[src/rtl/crp_pkg.sv]
// Package: shared phase encoding for the converter result port.
// Assumes: a single clock domain; all users import this package.
package crp_pkg;
    typedef enum logic [1:0] {
        PH_IDLE = 2'd0,
        PH_CONV = 2'd1,
        PH_HOLD = 2'd2,
        PH_INIT = 2'd3
    } phase_t;
endpackage

[src/rtl/crp_seq.sv]
// Module: crp_seq
// Sequences conversions and the device-reset handshake.
// A rising dev_reset edge aborts the current phase and holds.
// A falling edge requests a result clear and runs an initialization
// window of INIT_CYCLES cycles with busy high.
// Assumes: dev_reset is synchronous to clk; INIT_CYCLES >= 1.
module crp_seq
    import crp_pkg::*;
#(
    parameter int INIT_CYCLES = 4
) (
    input  logic   clk,
    input  logic   rst_n,
    input  logic   dev_reset,
    input  logic   conv_start,
    input  logic   conv_done,
    output phase_t phase,
    output logic   busy,
    output logic   load_en,
    output logic   clr_en,
    output logic   kill,
    output logic   rise
);
    localparam int CW = (INIT_CYCLES > 1) ? $clog2(INIT_CYCLES) : 1;
    localparam logic [CW-1:0] CNT_START = CW'(INIT_CYCLES - 1);

    logic          dev_q;
    logic          fall;
    logic [CW-1:0] cnt;

    // Remember the previous device-reset level for edge detection.
    always_ff @(posedge clk) begin
        if (!rst_n) dev_q <= 1'b0;
        else        dev_q <= dev_reset;
    end

    // Edge strobes on the device-reset input.
    always_comb begin
        rise = dev_reset & ~dev_q;
        fall = ~dev_reset & dev_q;
    end

    // Phase transitions and the initialization countdown.
    always_ff @(posedge clk) begin
        if (!rst_n) begin
            phase <= PH_IDLE;
            cnt   <= '0;
        end else if (rise) begin
            phase <= PH_HOLD;
        end else if (fall) begin
            phase <= PH_INIT;
            cnt   <= CNT_START;
        end else begin
            unique case (phase)
                PH_IDLE: if (conv_start) phase <= PH_CONV;
                PH_CONV: if (conv_done)  phase <= PH_IDLE;
                PH_HOLD: phase <= PH_HOLD;
                PH_INIT: begin
                    if (cnt == '0) phase <= PH_IDLE;
                    else           cnt   <= cnt - 1'b1;
                end
                default: phase <= PH_IDLE;
            endcase
        end
    end

    // Control strobes for the result register and the output stage.
    always_comb begin
        busy    = (phase == PH_CONV) || (phase == PH_INIT);
        load_en = (phase == PH_CONV) && conv_done && !rise && !fall;
        clr_en  = fall;
        kill    = dev_reset || (phase == PH_HOLD);
    end
endmodule

[src/rtl/crp_result_reg.sv]
// Module: crp_result_reg
// Holds the last completed conversion word.
// Assumes: load and clr are never high together; if they are, clr wins.
module crp_result_reg #(
    parameter int DW = 16
) (
    input  logic          clk,
    input  logic          rst_n,
    input  logic          load,
    input  logic          clr,
    input  logic [DW-1:0] din,
    output logic [DW-1:0] q
);
    // Capture a finished result, or clear it on reset or initialization.
    always_ff @(posedge clk) begin
        if (!rst_n || clr) q <= '0;
        else if (load)     q <= din;
    end
endmodule

[src/rtl/crp_out_lane.sv]
// Module: crp_out_lane
// Applies output coding and byte-lane ordering, then gates the bus.
// Assumes: DW is a multiple of 8; a swap reverses the byte-lane order.
module crp_out_lane #(
    parameter int DW = 16
) (
    input  logic [DW-1:0] result,
    input  logic          twos_comp,
    input  logic          swap_bytes,
    input  logic          sel_n,
    input  logic          rd_n,
    input  logic          kill,
    output logic [DW-1:0] bus_val,
    output logic          bus_oe
);
    localparam int NB = DW / 8;

    logic [DW-1:0] coded;
    logic [DW-1:0] laned;

    // Two's complement is offset binary with the top bit flipped.
    always_comb begin
        coded = {result[DW-1] ^ twos_comp, result[DW-2:0]};
    end

    for (genvar g = 0; g < NB; g++) begin : g_lane
        // Route one byte lane, straight or mirrored.
        always_comb begin
            laned[g*8 +: 8] = swap_bytes ? coded[(NB-1-g)*8 +: 8]
                                         : coded[g*8 +: 8];
        end
    end

    // Drive the pads only when selected, reading, and not in reset.
    always_comb begin
        bus_oe  = !sel_n && !rd_n && !kill;
        bus_val = bus_oe ? laned : '0;
    end
endmodule

[src/rtl/conv_result_port.sv]
// Module: conv_result_port (top)
// Parallel result port of a sampling converter: result holding,
// coding, lane swap, bus enable, and BUSY/device-reset sequencing.
// Assumes: all inputs are synchronous to clk; the pad ring turns
// bus_val/bus_oe into a tri-state bus.
module conv_result_port
    import crp_pkg::*;
#(
    parameter int DW          = 16,
    parameter int INIT_CYCLES = 4
) (
    input  logic          clk,
    input  logic          rst_n,
    input  logic          dev_reset,
    input  logic          conv_start,
    input  logic          conv_done,
    input  logic [DW-1:0] conv_word,
    input  logic          sel_n,
    input  logic          rd_n,
    input  logic          swap_bytes,
    input  logic          twos_comp,
    output logic [DW-1:0] bus_val,
    output logic          bus_oe,
    output logic          busy
);
    phase_t        phase;
    logic          load_en;
    logic          clr_en;
    logic          kill;
    logic          rise;
    logic [DW-1:0] result;

    crp_seq #(.INIT_CYCLES(INIT_CYCLES)) u_seq (
        .clk        (clk),
        .rst_n      (rst_n),
        .dev_reset  (dev_reset),
        .conv_start (conv_start),
        .conv_done  (conv_done),
        .phase      (phase),
        .busy       (busy),
        .load_en    (load_en),
        .clr_en     (clr_en),
        .kill       (kill),
        .rise       (rise)
    );

    crp_result_reg #(.DW(DW)) u_res (
        .clk   (clk),
        .rst_n (rst_n),
        .load  (load_en),
        .clr   (clr_en),
        .din   (conv_word),
        .q     (result)
    );

    crp_out_lane #(.DW(DW)) u_out (
        .result     (result),
        .twos_comp  (twos_comp),
        .swap_bytes (swap_bytes),
        .sel_n      (sel_n),
        .rd_n       (rd_n),
        .kill       (kill),
        .bus_val    (bus_val),
        .bus_oe     (bus_oe)
    );
endmodule

[config.mk]
export PLATFORM = sky130hd
export DESIGN_NAME = conv_result_port
export DESIGN_NICKNAME = d
export VERILOG_FILES = /design/src/rtl/crp_pkg.sv /design/src/rtl/crp_seq.sv /design/src/rtl/crp_result_reg.sv /design/src/rtl/crp_out_lane.sv /design/src/rtl/conv_result_port.sv
export SDC_FILE = /design/constraint.sdc
export NUM_CORES = 1
export LEC_CHECK = 0
export BUFFER_PORTS_ARGS = -buffer_cell sky130_fd_sc_hd__buf_4
export CAP_MARGIN = 20
export CORE_MARGIN = 8
export CORE_UTILIZATION = 48
export CTS_CLUSTER_SIZE = 30
export DETAILED_ROUTE_END_ITERATION = 10
export GPL_TIMING_DRIVEN = 1
export PLACE_DENSITY = 0.78
export SYNTH_ARGS = -nofsm -noshare
export SYNTH_HDL_FRONTEND = slang
export SYNTH_SLANG_ARGS = --single-unit
[constraint.sdc]
create_clock -name clk -period 2.2 [get_ports clk]
set_clock_uncertainty 0.1 [all_clocks]
set_input_delay 0 -clock clk [delete_from_list [all_inputs] [get_ports clk]]
set_output_delay 0 -clock clk [all_outputs]
set_load 0.02 [all_outputs]
==> impl_results.md, run 1 <==
* YS warnings at 0
* Post-synthesis sequential area ratio at 0.352
* Syn_nets at 176
* Port buffer count at between 40 and 50
* Die W at 65.9 um
* Setup TNS at 0 ns
* Hold_sp: conv_done
* Number of core rows at 18
* GRT Overall Usage at 0.161
* Top cell type's share of synthesized area at 0.352
* Crit Path Max Fanout at 16
* Remaining antenna violation count at 0
* Clk_lat worst skew at 0.32 ns
* VDD IR-drop max at between 0.4 and 0.5 mV
* Largest net degree at the start of global routing at 19
* Critical path class: in2reg
* Total Power at slightly below 0.8 mW
* Fin. Hold Viols at 0
* RSZ-0062 raised after global routing: false
* Finish-stage setup viols at 0
* Worst EP required at 2.30 ns
* Clock root buffer: clkbuf_4
* Core Area at 0.00241 sq mm
* 1st-iter DRT viols at 70
* Leading area contributor after synthesis: dfxtp_1
* Critical path's slowest cell: or4b_4
* Via/cell ratio at 5.43
* Vias at about 1,300
* Netlist cell types at 27
* DP HPWL at 2510 um
* Data arrival, critical path at 1.98 ns
* Worst-path clk slew at 0.13 ns
* Die Ht at roughly 66 um
* Share of cells above drive strength 1 at 0.262
* Num ports at 43
* Routability cong. at ~0.87
* Hold Path Class: in2reg
* Final WL at 3510 um
* Slew @ Worst Pin at between 0.5 and 0.6 ns
* Clock Tree Buf Depth at 2
* Reg-to-reg endpoint: u_res.q[1]
* # diodes at 0
* Critical Path Start Type: primary input
* Critical-path cell list: dlygate4sd3_1, buf_4, inv_1, ha_1, or4b_4, o21ai_0, a21oi_1
* Post-Syn Area per Cell at ~8.1 sq um
* RR Startpoint: u_seq.dev_q
* Post-Syn Area at ~0.0012 sq mm
* Max stage delay on crit path at 0.66 ns
* Fin util at 0.721
* Power per cell area at 452 mW/mm^2
* Grt ovf at 0
* Crit end category: flip-flop
* Initial antenna violation count at 0
* Outcome: finished clean
* P&R area growth vs syn at 45.4%
* Detailed Routing Iterations Pass 1 at 4
* First-pass GRT wire length at 5640 um
* Static leakage at 0.713 nW
* Final slew viol count at 0
* Synthesized instance count at 148
* Full die area at 0.00434 sq mm
* Max-slew headroom at 0.664
* Final critical-path share of the clock period at 0.853
* Post-synthesis register bit count at 21
* Hold depth at 4
* CTS sink cnt at 21
* Reg2Reg Setup Slack at 0.36 ns
* Starting Density at 0.496
* CTS resizes at 0
* Routed wire per std cell at 14.9 um
* # H-tree levels at 1
* Post-layout nets at 235
* CTS tree: built
* Total clock buffers created by CTS at 3
* Max_cap viols at 0
* Top post-synthesis cells by area: dfxtp_1 (35%), mux2i_1 (13%), a21oi_1 (7.5%)
* Min Tclk post-route at between 1.5 and 2 ns
* WHS Endpoint: u_seq.phase[1]
* Max Clk Rate at 533 MHz
* Vias in the first global route at 1,195
* Drc violations at 0
* Worst R2R Path Depth at 5
timing repair:
item	in CTS	in global routing
hold buffers	20	0
endpoints found under the hold margin	21	0
setup buffers	0	0
critical path: cells and delay by family:
kind,cells,cell delay [ns]
and+or+nand+nor,1,0.66
AOI/OAI and AO/OA,2,0.30
buffers and inverters,3,0.74
adders and majority gates,1,0.28
sequential cells by signal, indices dropped and copies added, names as in the netlist:
name / count
u_res.q: 16
u_seq.cnt: 2
u_seq.phase: 2
u_seq.dev_q: 1
Yosys cell counts:
master and count:
dfxtp_1 21, a21oi_1 18, nor2_1 17, nand3_1 16
mux2i_1 15, o21ai_1 10, o21ai_0 9, inv_1 8
buf_2 5, clkbuf_1 4, nand2_1 4, ha_1 3
buf_6 2, nand3b_1 2, o221a_2 2, a211oi_1 1
a221oi_1 1, and2_1 1, nor2b_1 1, nor3_1 1
nor3b_1 1, nor4b_4 1, o21a_1 1, o21ai_2 1
o221ai_1 1, or4b_4 1, xnor2_1 1
through the flow:
stage	instances	area (sq um)	hold slack, ns	worst slack (ns)
floorplan	148	1190	0.0175	0.524
global placement	212	1510	0.140	0.480
detailed placement	212	1510	0.154	0.402
CTS	236	1740	0.0845	0.345
global route	236	1740	0.129	0.247
finish	236	1740	0.0916	0.323
cells by family (layout without fill, tap and decap cells):
group | Yosys count | in the layout | share of synthesized area
AOI/OAI and AO/OA | 44 | 44 | 0.208
xor gates and xnor gates | 1 | 1 | 0.00733
adders and majority gates | 3 | 3 | 0.0314
buffers and inverters | 19 | 77 | 0.0775
DFF | 21 | 21 | 0.352
muxes | 15 | 15 | 0.126
and+or+nand+nor | 45 | 45 | 0.198
layout make-up:
type,instances,area [sq um]
inverters,8,30.0
fillers,181,672
clock inverters,1,7.51
well taps,30,37.5
flip-flops and latches,21,420
multi-input cells,108,682
repair buffers,65,538
clock buffers,3,22.5
routing by layer:
| metal | vias up | GRT usage | part of all wire |
|---|---|---|---|
| li1 | 642 | - | - |
| met1 | 575 | 0.194 | 0.40 |
| met2 | 58 | 0.268 | 0.49 |
| met3 | 7 | 0.0373 | 0.086 |
| met4 | 0 | 0.0627 | 0.016 |
| met5 | - | 0 | 0 |
power breakdown:
group | switching [mW] | total (mW) | internal [mW]
Combinational | 0.0859 | 0.179 | 0.0933
Sequential | 0.0162 | 0.407 | 0.391
Clock | 0.130 | 0.200 | 0.0695
Total | 0.232 | 0.786 | 0.554
placed cells by master, fill, tap and decap left out, drive strengths merged, types with 2 or more instances in the layout:
master        n
nand3        16
o221a         2
ha            3
nand3b        2
a21oi        18
clkbuf        3
nand2         4
nor2         17
dfxtp        21
dlygate4sd3  20
buf          45
o21ai        20
inv           8
mux2i        15
how the worst max path moves through the flow:
stage | from | endpoint | slack [ns]
after floorplan | u_seq.dev_q | u_res.q[10] | 0.52
after global placement | u_seq.dev_q | u_res.q[0] | 0.48
after detailed placement | u_seq.dev_q | u_res.q[1] | 0.40
after CTS | dev_reset | u_res.q[0] | 0.34
after global routing | dev_reset | u_res.q[0] | 0.25
final | dev_reset | u_res.q[1] | 0.32
Power figures use the tool's default switching activity.
==> inputs of run 2 (changes only) <==
--- a/config.mk
+++ b/config.mk
@@ -8,11 +8,13 @@
 export BUFFER_PORTS_ARGS = -buffer_cell sky130_fd_sc_hd__buf_4
 export CAP_MARGIN = 20
 export CORE_MARGIN = 8
-export CORE_UTILIZATION = 48
+export CORE_UTILIZATION = 49
 export CTS_CLUSTER_SIZE = 30
 export DETAILED_ROUTE_END_ITERATION = 10
 export GPL_TIMING_DRIVEN = 1
-export PLACE_DENSITY = 0.78
+export PLACE_DENSITY = 0.79
+export SKIP_CTS_REPAIR_TIMING = 1
 export SYNTH_ARGS = -nofsm -noshare
 export SYNTH_HDL_FRONTEND = slang
+export SYNTH_HIERARCHICAL = 1
 export SYNTH_SLANG_ARGS = --single-unit
==> run 2 against run 1 <==
Net effect: sequential share of layout area is 0.50 points higher; cell area is 2.0% lower; combinational power is 16% lower; via count is 17% lower; register-to-register slack better by 0.07 ns; wire length is 17% lower; non-clock buffer count is 2 lower; clock-buffer cell count is 1 higher; clock power is 9% lower; total power is 6.5% lower; largest cell class unchanged; highest routed layer unchanged.
==> impl_results.md, run 2 <==
* Total clock buffers created by CTS at 3 (unchanged)
* Asr flop ratio synth at 0 (unchanged)
* RSZ-0062 raised after global routing: false
* Critical path's slowest cell: dfxtp_1
* Syn_nets at 162 (-8.0%)
* Setup TNS at 0 ns (unchanged)
* CP startpoint: u_seq/phase[0]
* Reg2Reg Setup Slack at 0.43 ns (+0.07 ns)
* Commonest cells in the netlist: nor2_1 (32), mux2i_1 (30), dfxtp_1 (21), inv_1 (8)
* Grt ovf at 0 (unchanged)
* Slew @ Worst Pin at 0.631 ns (+0.127 ns)
* Critical path class: reg2out
* P&R area growth vs syn at 39.4%
* Max_cap viols at 0 (unchanged)
* Number of core rows at 18 (unchanged)
* Die Ht at 65.9 um (about the same)
* Drc violations at 0 (unchanged)
* Clock power share at 0.248 (-0.006)
* P_int at 0.547 mW (-1.2%)
* Clk_lat worst skew at 0.30 ns (-0.02 ns)
* Full die area at 0.00435 sq mm (about the same)
* Sequential power share at 0.547 (+0.029)
* RR Startpoint: u_seq/dev_q
* CTS sink cnt at 21 (unchanged)
* Critical-path cell list: o21ai_0, or3_4, a211oi_1, buf_4
* Routed wire per std cell at 13.3 um (-11%)
* CP endpoint: bus_val[7]
* Largest register FFs at 16 (unchanged)
* Worst EP required at 2.10 ns (-0.20 ns)
* Initial antenna violation count at 0 (unchanged)
* Critical Path Start Type: flip-flop
* First-pass GRT wire length at 4250 um (-25%)
* Share of cells above drive strength 1 at 0.265 (+0.00241)
* # H-tree levels at 1 (unchanged)
* Core Area at 0.00241 sq mm (unchanged)
* Post-synthesis register bit count at 21 (unchanged)
* Placed Area at 0.00147 sq mm (-2.4%)
* Post-Syn Area at 0.00122 sq mm (+2.2%)
* Most frequent cell after synthesis: nor2_1
* Largest net degree at the start of global routing at 19 (unchanged)
* Multi-input logic area at 666 sq um (-2.4%)
* Starting Density at 0.507 (+0.0109)
* Routability cong. at 0.760 (-12%)
* Top post-synthesis cells by area: dfxtp_1 (34%), mux2i_1 (25%), nor2_1 (9.8%)
* Worst R2R Path Depth at 7 (+2)
* Crit end category: output port
* Synthesized instance count at 133 (-10%)
* Detailed Routing Iterations Pass 1 at 4 (unchanged)
* Static leakage at 0.737 nW (+3.4%)
* Min Tclk post-route at 1.90 ns (+0.0188 ns)
* Post-synthesis sequential area ratio at 0.344 (-0.00757)
* Num ports at 43 (unchanged)
* Final WL at 2920 um (-17%)
* Layout Cells excl Fill at 219 (-7.2%)
* Post-Syn Area per Cell at 9.18 sq um (+14%)
* Clock root buffer: clkbuf_4
* Total Power at 0.735 mW (-6.5%)
* Register Area at 420 sq um (unchanged)
* Top reg by flops: u_res/q
* Registers with the most flip-flops: u_res/q (16), u_seq/cnt (2), u_seq/phase (2)
* Crit Path Max Fanout at 17 (+1)
* VDD IR-drop max at 0.455 mV (+7.2%)
* Switch share at 0.255 (-0.0402)
* Max Clk Rate at 527 MHz (-0.99%)
* Port buffer count at 42 (unchanged)
* Data arrival, critical path at 1.80 ns (-0.18 ns)
* Fillers at 179 (-1.1%)
* Leading area contributor after synthesis: dfxtp_1
* Remaining antenna violation count at 0 (unchanged)
* P_sw at 0.188 mW (-19%)
* Final critical-path share of the clock period at 0.862 (+0.00854)
* Power per cell area at 431 mW/mm^2 (-4.6%)
* Fin. Hold Viols at 0 (unchanged)
* GRT Overall Usage at 0.125 (-0.0361)
* Final slew viol count at 0 (unchanged)
* Finish-stage setup viols at 0 (unchanged)
* 1st-iter DRT viols at 47 (-33%)
* Post-synth EDFFs at 0 (unchanged)
* Via/cell ratio at 4.88 (-10%)
* Comb power frac at 0.205 (-0.023)
* # diodes at 0 (unchanged)
* Main synth FF type: dfxtp_1
* Top cell type's share of synthesized area at 0.344 (-0.00757)
* Vias in the first global route at 992 (-17%)
* Outcome: finished clean
* Post-layout nets at 219 (-6.8%)
* YS warnings at 6 (+6)
* Netlist cell types at 31 (+15%)
* Vias at 1,069 (-17%)
* CTS tree: built
* Die W at 65.9 um (about the same)
* Most common cell after layout, fill and taps aside: buf_4
* DP HPWL at 2070 um (-18%)
* Reg-to-reg endpoint: u_res/q[14]
* Commonest non-fill, non-tap cells in the layout: buf_4 (43), nor2_1 (32), mux2i_1 (30)
* Max-slew headroom at 0.580 (-0.0840)
* Fin util at 0.707 (-0.0145)
* Max stage delay on crit path at 0.49 ns (-0.17 ns)
* Clock Tree Buf Depth at 2 (unchanged)
* Worst-path clk slew at 0.11 ns (-0.02 ns)
* Hold Path Class: in2reg
* Post-route design area at 0.00170 sq mm (-2.0%)
* Placed cell count at 195 (-8.0%)
==> run 2: cell types whose count changed after synthesis, moves of 3 or more <==
cell	before	now
a21oi_1	18	2
nor2_1	17	32
nand2_1	4	1
buf_2	5	1
clkbuf_1	4	0
nand3_1	16	3
mux2i_1	15	30
o21ai_1	10	0
o21ai_0	9	1
==> run 2: cell families after synthesis <==
family | share of synthesized area
buffers and inverters | 0.119
flip-flops | 0.344
multiplexers | 0.246
XOR/XNOR | 0.00717
adder cells (fa/ha/maj) | 0.0410
AND/OR/NAND/NOR | 0.172
AO/OA/AOI/OAI | 0.0707
==> run 2: power groups by stage <==
stage	registers (mW)	clock network (mW)	logic, mW
finish	0.402	0.182	0.150
global route	0.404	0.211	0.163
CTS	0.402	0.194	0.121
detailed placement	0.410	0	0.121
global placement	0.409	0	0.117
floorplan	0.403	0	0.0915
==> run 2: cell type report <==
class                           count  area share
Clock buffer                        4      0.0154
Tap cell                           30      0.0220
Sequential cell                    21       0.247
Timing Repair Buffer               63       0.307
Inverter                            8      0.0176
Multi-Input combinational cell     93       0.391
==> run 2: worst min path at each step <==
stage,cells after the start,from,end
global route,4,conv_done,u_seq/phase[0]
CTS,2,dev_reset,u_seq/dev_q
detailed placement,2,dev_reset,u_seq/dev_q
floorplan,1,dev_reset,u_seq/dev_q
finish,4,conv_done,u_seq/phase[0]
global placement,2,dev_reset,u_seq/dev_q
==> run 2: routing by layer <==
metal	wire, um	vias up	global-route usage
met2	1430	28	0.219
met5	0	-	0
met3	194	4	0.0407
met1	1230	476	0.125
met4	58	0	0.0736
li1	-	561	-
==> run 2: critical path, delay by kind of cell, from the launching register on <==
kind                   cells  cell delay (ns)
DFF                        1             0.49
buffers and inverters      1             0.18
and+or+nand+nor            1             0.49
AOI/OAI and AO/OA          2             0.32
==> run 2: metrics by stage <==
stage / setup slack, ns / hold WS [ns]
2_1_floorplan: 0.535 / 0.0217
3_3_place_gp: 0.489 / 0.127
3_5_place_dp: 0.448 / 0.130
4_1_cts: 0.103 / -0.199
5_1_grt: 0.190 / 0.132
6_report: 0.304 / 0.151
